<file path="config.mk">
export PLATFORM = sky130hd
export DESIGN_NAME = i2c_tgt_hdr_ctrl
export DESIGN_NICKNAME = d
export VERILOG_FILES = /design/src/rtl/i2c_tgt_pkg.sv /design/src/rtl/i2c_tgt_regs.sv /design/src/rtl/i2c_tgt_hdr_dec.sv /design/src/rtl/i2c_tgt_pend.sv /design/src/rtl/i2c_tgt_hdr_ctrl.sv
export SDC_FILE = /design/constraint.sdc
export NUM_CORES = 1
export LEC_CHECK = 0
export ABC_AREA = 1
export BUFFER_PORTS_ARGS = -buffer_cell sky130_fd_sc_hd__buf_2
export CAP_MARGIN = 20
export CELL_PAD_IN_SITES_DETAIL_PLACEMENT = 0
export CELL_PAD_IN_SITES_GLOBAL_PLACEMENT = 1
export CORE_ASPECT_RATIO = 2
export CORE_MARGIN = 2
export CORE_UTILIZATION = 23
export DETAILED_ROUTE_END_ITERATION = 10
export PLACE_DENSITY_LB_ADDON = 0.3
export REMOVE_ABC_BUFFERS = 1
export SYNTH_ARGS = -nofsm -noshare
export SYNTH_HDL_FRONTEND = slang
export SYNTH_SLANG_ARGS = --single-unit
</file>
<file path="constraint.sdc">
create_clock -name clk -period 1.5 [get_ports clk]
set_input_delay 0.3 -clock clk [delete_from_list [all_inputs] [get_ports clk]]
set_output_delay 0.3 -clock clk [all_outputs]
set_load 0.01 [all_outputs]
</file>
<file path="src/rtl/i2c_tgt_pkg.sv">
package i2c_tgt_pkg;

  // control register bit positions (software-visible encoding)
  localparam int CTL_CONT_BIT = 0;
  localparam int CTL_NACK_BIT = 1;
  localparam int CTL_DMA_BIT  = 3;
  localparam int CTL_AUTO_BIT = 8;
  localparam int CTL_DIR_BIT  = 9;

  typedef enum logic [1:0] {
    HD_NACK = 2'd0,
    HD_ACK  = 2'd1,
    HD_PEND = 2'd2
  } hdr_dec_e;

  // header verdict from address match, mode and direction settings
  function automatic hdr_dec_e hdr_decide(
    input logic match,
    input logic auto_en,
    input logic exp_rd,
    input logic rnw,
    input logic auto_nack
  );
    hdr_dec_e d;
    if (!match)
      d = HD_NACK;
    else if (auto_en && (rnw == exp_rd))
      d = HD_ACK;
    else if (auto_nack)
      d = HD_NACK;
    else
      d = HD_PEND;
    return d;
  endfunction

endpackage

</file>
<file path="src/rtl/i2c_tgt_regs.sv">
module i2c_tgt_regs
  import i2c_tgt_pkg::*;
#(
  parameter int DATA_W = 32,
  parameter int ADDR_W = 7
) (
  input  logic              clk,
  input  logic              rst_n,
  input  logic              wr,
  input  logic              sel,
  input  logic [DATA_W-1:0] wdata,
  output logic [DATA_W-1:0] rdata,
  output logic              dma_en,
  output logic              auto_en,
  output logic              exp_rd,
  output logic [ADDR_W-1:0] prim_addr,
  output logic              auto_nack,
  output logic              cont_stb,
  output logic              nack_stb
);

  logic wr_ctl, wr_adr;

  assign wr_ctl = wr && !sel;
  assign wr_adr = wr && sel;

  // command strobes act only in the write cycle and are never stored
  assign cont_stb = wr_ctl && wdata[CTL_CONT_BIT];
  assign nack_stb = wr_ctl && wdata[CTL_NACK_BIT];

  always_ff @(posedge clk) begin
    if (!rst_n) begin
      dma_en  <= 1'b0;
      auto_en <= 1'b0;
      exp_rd  <= 1'b0;
    end else if (wr_ctl) begin
      dma_en  <= wdata[CTL_DMA_BIT];
      auto_en <= wdata[CTL_AUTO_BIT];
      exp_rd  <= wdata[CTL_DIR_BIT];
    end
  end

  always_ff @(posedge clk) begin
    if (!rst_n) begin
      prim_addr <= '0;
      auto_nack <= 1'b0;
    end else if (wr_adr) begin
      prim_addr <= wdata[ADDR_W:1];
      auto_nack <= wdata[0];
    end
  end

  always_comb begin
    rdata = '0;
    if (!sel) begin
      rdata[CTL_DMA_BIT]  = dma_en;
      rdata[CTL_AUTO_BIT] = auto_en;
      rdata[CTL_DIR_BIT]  = exp_rd;
    end else begin
      rdata[ADDR_W:1] = prim_addr;
      rdata[0]        = auto_nack;
    end
  end

endmodule

</file>
<file path="src/rtl/i2c_tgt_hdr_dec.sv">
module i2c_tgt_hdr_dec
  import i2c_tgt_pkg::*;
#(
  parameter int ADDR_W = 7
) (
  input  logic              clk,
  input  logic              rst_n,
  input  logic              hdr_valid,
  input  logic [ADDR_W-1:0] hdr_addr,
  input  logic              hdr_rnw,
  input  logic [ADDR_W-1:0] prim_addr,
  input  logic              auto_en,
  input  logic              exp_rd,
  input  logic              auto_nack,
  output logic              hdr_ack,
  output logic              hdr_nack,
  output logic              set_pend,
  output logic              take_hdr
);

  hdr_dec_e verdict;
  logic     addr_hit;

  assign addr_hit = (hdr_addr == prim_addr);
  assign verdict  = hdr_decide(addr_hit, auto_en, exp_rd, hdr_rnw, auto_nack);

  // header accepted (ACK or handed to software) records the direction
  assign set_pend = hdr_valid && (verdict == HD_PEND);
  assign take_hdr = hdr_valid && (verdict != HD_NACK);

  always_ff @(posedge clk) begin
    if (!rst_n) begin
      hdr_ack  <= 1'b0;
      hdr_nack <= 1'b0;
    end else begin
      hdr_ack  <= hdr_valid && (verdict == HD_ACK);
      hdr_nack <= hdr_valid && (verdict == HD_NACK);
    end
  end

endmodule

</file>
<file path="src/rtl/i2c_tgt_pend.sv">
module i2c_tgt_pend (
  input  logic clk,
  input  logic rst_n,
  input  logic hdr_set_pend,
  input  logic take_hdr,
  input  logic hdr_rnw,
  input  logic cont_stb,
  input  logic nack_stb,
  input  logic rx_byte_valid,
  input  logic tx_byte_need,
  input  logic dma_en,
  output logic pending,
  output logic stall,
  output logic cmd_go,
  output logic cmd_nack,
  output logic dma_rx_req,
  output logic dma_tx_req,
  output logic rx_dir
);

  logic nack_acc, cont_acc, clr_pend, data_set, pend_set;

  assign nack_acc = nack_stb && pending && rx_dir;
  assign cont_acc = cont_stb && pending && !nack_acc;
  assign clr_pend = nack_acc || cont_acc;

  assign data_set = !dma_en && (rx_byte_valid || tx_byte_need);
  assign pend_set = hdr_set_pend || data_set;

  assign stall    = pending && !clr_pend;
  assign cmd_go   = cont_acc;
  assign cmd_nack = nack_acc;

  always_ff @(posedge clk) begin
    if (!rst_n) begin
      pending    <= 1'b0;
      rx_dir     <= 1'b0;
      dma_rx_req <= 1'b0;
      dma_tx_req <= 1'b0;
    end else begin
      // a new set event wins over a release in the same cycle
      pending    <= pend_set || (pending && !clr_pend);
      if (take_hdr)
        rx_dir   <= !hdr_rnw;
      dma_rx_req <= dma_en && rx_byte_valid;
      dma_tx_req <= dma_en && tx_byte_need;
    end
  end

endmodule

</file>
<file path="src/rtl/i2c_tgt_hdr_ctrl.sv">
module i2c_tgt_hdr_ctrl
  import i2c_tgt_pkg::*;
#(
  parameter int DATA_W = 32,
  parameter int ADDR_W = 7
) (
  input  logic              clk,
  input  logic              rst_n,
  input  logic              reg_wr,
  input  logic              reg_sel,
  input  logic [DATA_W-1:0] reg_wdata,
  output logic [DATA_W-1:0] reg_rdata,
  input  logic              hdr_valid,
  input  logic [ADDR_W-1:0] hdr_addr,
  input  logic              hdr_rnw,
  input  logic              rx_byte_valid,
  input  logic              tx_byte_need,
  output logic              hdr_ack,
  output logic              hdr_nack,
  output logic              pending,
  output logic              irq,
  output logic              stall,
  output logic              cmd_go,
  output logic              cmd_nack,
  output logic              dma_rx_req,
  output logic              dma_tx_req
);

  logic              dma_en_w, auto_en_w, exp_rd_w, auto_nack_w;
  logic [ADDR_W-1:0] prim_addr_w;
  logic              cont_stb_w, nack_stb_w;
  logic              set_pend_w, take_hdr_w, rx_dir_w;

  i2c_tgt_regs #(.DATA_W(DATA_W), .ADDR_W(ADDR_W)) u_regs (
    .clk       (clk),
    .rst_n     (rst_n),
    .wr        (reg_wr),
    .sel       (reg_sel),
    .wdata     (reg_wdata),
    .rdata     (reg_rdata),
    .dma_en    (dma_en_w),
    .auto_en   (auto_en_w),
    .exp_rd    (exp_rd_w),
    .prim_addr (prim_addr_w),
    .auto_nack (auto_nack_w),
    .cont_stb  (cont_stb_w),
    .nack_stb  (nack_stb_w)
  );

  i2c_tgt_hdr_dec #(.ADDR_W(ADDR_W)) u_dec (
    .clk       (clk),
    .rst_n     (rst_n),
    .hdr_valid (hdr_valid),
    .hdr_addr  (hdr_addr),
    .hdr_rnw   (hdr_rnw),
    .prim_addr (prim_addr_w),
    .auto_en   (auto_en_w),
    .exp_rd    (exp_rd_w),
    .auto_nack (auto_nack_w),
    .hdr_ack   (hdr_ack),
    .hdr_nack  (hdr_nack),
    .set_pend  (set_pend_w),
    .take_hdr  (take_hdr_w)
  );

  i2c_tgt_pend u_pend (
    .clk           (clk),
    .rst_n         (rst_n),
    .hdr_set_pend  (set_pend_w),
    .take_hdr      (take_hdr_w),
    .hdr_rnw       (hdr_rnw),
    .cont_stb      (cont_stb_w),
    .nack_stb      (nack_stb_w),
    .rx_byte_valid (rx_byte_valid),
    .tx_byte_need  (tx_byte_need),
    .dma_en        (dma_en_w),
    .pending       (pending),
    .stall         (stall),
    .cmd_go        (cmd_go),
    .cmd_nack      (cmd_nack),
    .dma_rx_req    (dma_rx_req),
    .dma_tx_req    (dma_tx_req),
    .rx_dir        (rx_dir_w)
  );

  assign irq = pending;

endmodule

</file>
==> results.py <==
metrics = {
    "logic_synthesis": {
        "synth-warning-count": 0,
        "ys_seq_area_share_pct": 33.1,
        "synthDominantCellAreaShare_pct": 33.1,
        "synth_area_leaders": "dfxtp_1 33%, buf_4 17%, nand2_1 12%",
        "synth.avg_cell_area_sq_um": 6.38,
        "synth-async-reset-ratio_pct": 0,
        "synth.distinct_cells": 18,
        "synth_largest_area_cell": "dfxtp_1",
        "synth_edf_count": 0,
        "ys.flop_type": "dfxtp_1",
        "synth_area_sq_um": 1030,
        "syn_inst": 161,
        "synth-seq-cells": 17,
    },
    "cts": {
        "numCtsBuffers": 3,
        "clk_pin_slew_worst_paths_ns": 0.07,
        "insertion_delay_ns": 0.25,
        "hold_buffers": 0,
        "cts_buffer_depth": 2,
        "cts.repair_timing.setup_buffer_count": 0,
        "cts_resized": 0,
        "cts_tree": "yes",
        "root_buffer": "clkbuf_8",
        "cts.sink_count": 17,
        "htree_num_levels": 1,
    },
    "detailed_routing": {
        "drc": 0,
        "routed_wl_um": 2430,
        "viasPerCell": 3.83,
        "first_pass_iters": 4,
        "ant_nets": 0,
        "via_count": 991,
        "wl_per_cell_um": 9.38,
        "drtIter0Drc": 10,
    },
    "timing": {
        "fmax_mhz": 723,
        "fin_skew_ns": 0.00507,
        "setup_tns_ns": 0,
        "finalHoldViolations": 0,
        "min_period_over_period_pct": 92.2,
        "min_period_ns": 1.38,
        "setup_viol": 0,
        "setup_ws_ns": 0.117,
        "drv_slew": 0,
        "worst_hold_slack_ns": 0.310,
        "grt_setup_unrepaired": "false",
    },
    "placed_design": {
        "place_ws_ns": 0.167,
        "dpl_cell_area_sq_um": 1220,
        "place.gp.congestion": 0.693,
        "portBuffers": 43,
        "hpwl_um": 2020,
    },
    "layout": {
        "layout-drive-gt1-share_pct": 24.4,
        "num_antenna_cells": 0,
        "largest_register_ffs": 7,
        "final_area_sq_um": 1270,
        "fin_nets": 253,
        "post-route-util_pct": 29.2,
        "syn2layout_area_growth_pct": 23.3,
        "largest_register": "u_regs.prim_addr",
    },
    "setup_path": {
        "crit_type": "reg2out",
        "startpoint_type": "flop",
        "crit_required_ns": 1.20,
        "cp_max_fo": 4,
        "cp-end-kind": "primary output",
        "cp.arrival_ns": 1.08,
    },
    "floorplan": {
        "core_sq_um": 4340,
        "die_h_um": 98.5,
        "ios": 88,
        "initial_core_util_pct": 23.7,
        "num_rows": 34,
        "die_width_um": 51.3,
        "floorplan.die_area_sq_um": 5050,
    },
    "global_route": {
        "first_global_vias": 942,
        "gr-usage-all-layers_pct": 10.1,
        "antenna_found_initial": 0,
        "grt_start_max_net_pins": 17,
        "grt_pass1_wl_um": 3880,
        "gr-total-overflow": 0,
    },
    "power_and_ir_drop": {
        "power_density_nw_per_um2": 820,
        "p_leak_nw": 0.758,
        "ir_drop_uv": 339,
    },
    "run_status": {
        "status": "complete, no violations",
    },
    "flow_run": {
        "cap_violations": 0,
    },
    "min_path": {
        "hp-class": "in2reg",
    },
}
-- layout by cell type, fill, tap and decap left out, drive strengths merged --
cell type and count:
buf 45, nand2 34, inv 32, conb 22, dfxtp 17, nor2 17, o21ai 14, a21oi 11
clkbuf 3, nand4 2, nor3 2, xnor2 1, nand3 1, nand3b 1, o211ai 1, o2111ai 1
clkinv 1
-- worst paths after layout --
| path | from | to | slack, ns | depth (start not counted) |
|---|---|---|---|---|
| setup / recovery | u_pend.pending | stall | 0.12 | 4 |
| hold reg to reg | u_regs.auto_en | u_regs.auto_en | 0.47 | 2 |
| hold / removal | rx_byte_valid | u_pend.dma_rx_req | 0.31 | 3 |
| setup reg to reg | u_regs.prim_addr[4] | u_pend.rx_dir | 0.29 | 10 |
-- report_power, final --
group / internal, W / total, W / switching (W)
Sequential: 0.000477 / 0.000492 / 0.0000151
Clock: 0.000184 / 0.000340 / 0.000156
Combinational: 0.0000763 / 0.000206 / 0.000129
Total: 0.000737 / 0.00104 / 0.000301
-- kinds of logic (layout without fill, tap and decap cells) --
logic type      Yosys count  in the layout  share of synthesized area, %
buf+inv                  58             81                          29.6
simple gates             57             57                          22.3
compound gates           27             27                          13.8
flops                    17             17                          33.1
other cells               1             22                         0.365
xor+xnor                  1              1                         0.853
-- synth_stat cells, types with 2 or more instances --
library cell / instances
clkbuf_1: 3
buf_4: 23
inv_1: 32
o21ai_0: 13
nor2_1: 16
nor3_1: 2
dfxtp_1: 17
nand4_1: 2
a21oi_1: 11
nand2_1: 34
-- layout make-up --
type	instances	area, sq um
multi-input combinational	107	462
sequential	17	340
fill	559	3070
tap	54	67.6
clock inverter	1	5.00
inverter	32	120
clock buffer	3	41.3
timing repair buffer	45	230
-- metal layers --
| metal | part of all wire [%] | vias to the layer above | track usage (%) |
|---|---|---|---|
| met5 | 0 | - | 0 |
| met4 | 1.6 | 0 | 5.47 |
| met3 | 7.3 | 2 | 0.909 |
| met2 | 56 | 38 | 19.7 |
| met1 | 35 | 421 | 9.68 |
| li1 | - | 530 | - |
-- per-stage QoR --
stage,total power (W),instances
detailed placement,0.000712,255
finish,0.00104,259
CTS,0.00107,259
global placement,0.000712,255
global route,0.00111,259
floorplan,0.000618,156
-- critical path, cell delays in order, from the launching register on --
cell and delay [ns]:
dfxtp_1 0.34, nand4_1 0.11, nand2_1 0.08, a21oi_1 0.15, buf_2 0.16
No activity file was read; power rests on OpenSTA's default activity.
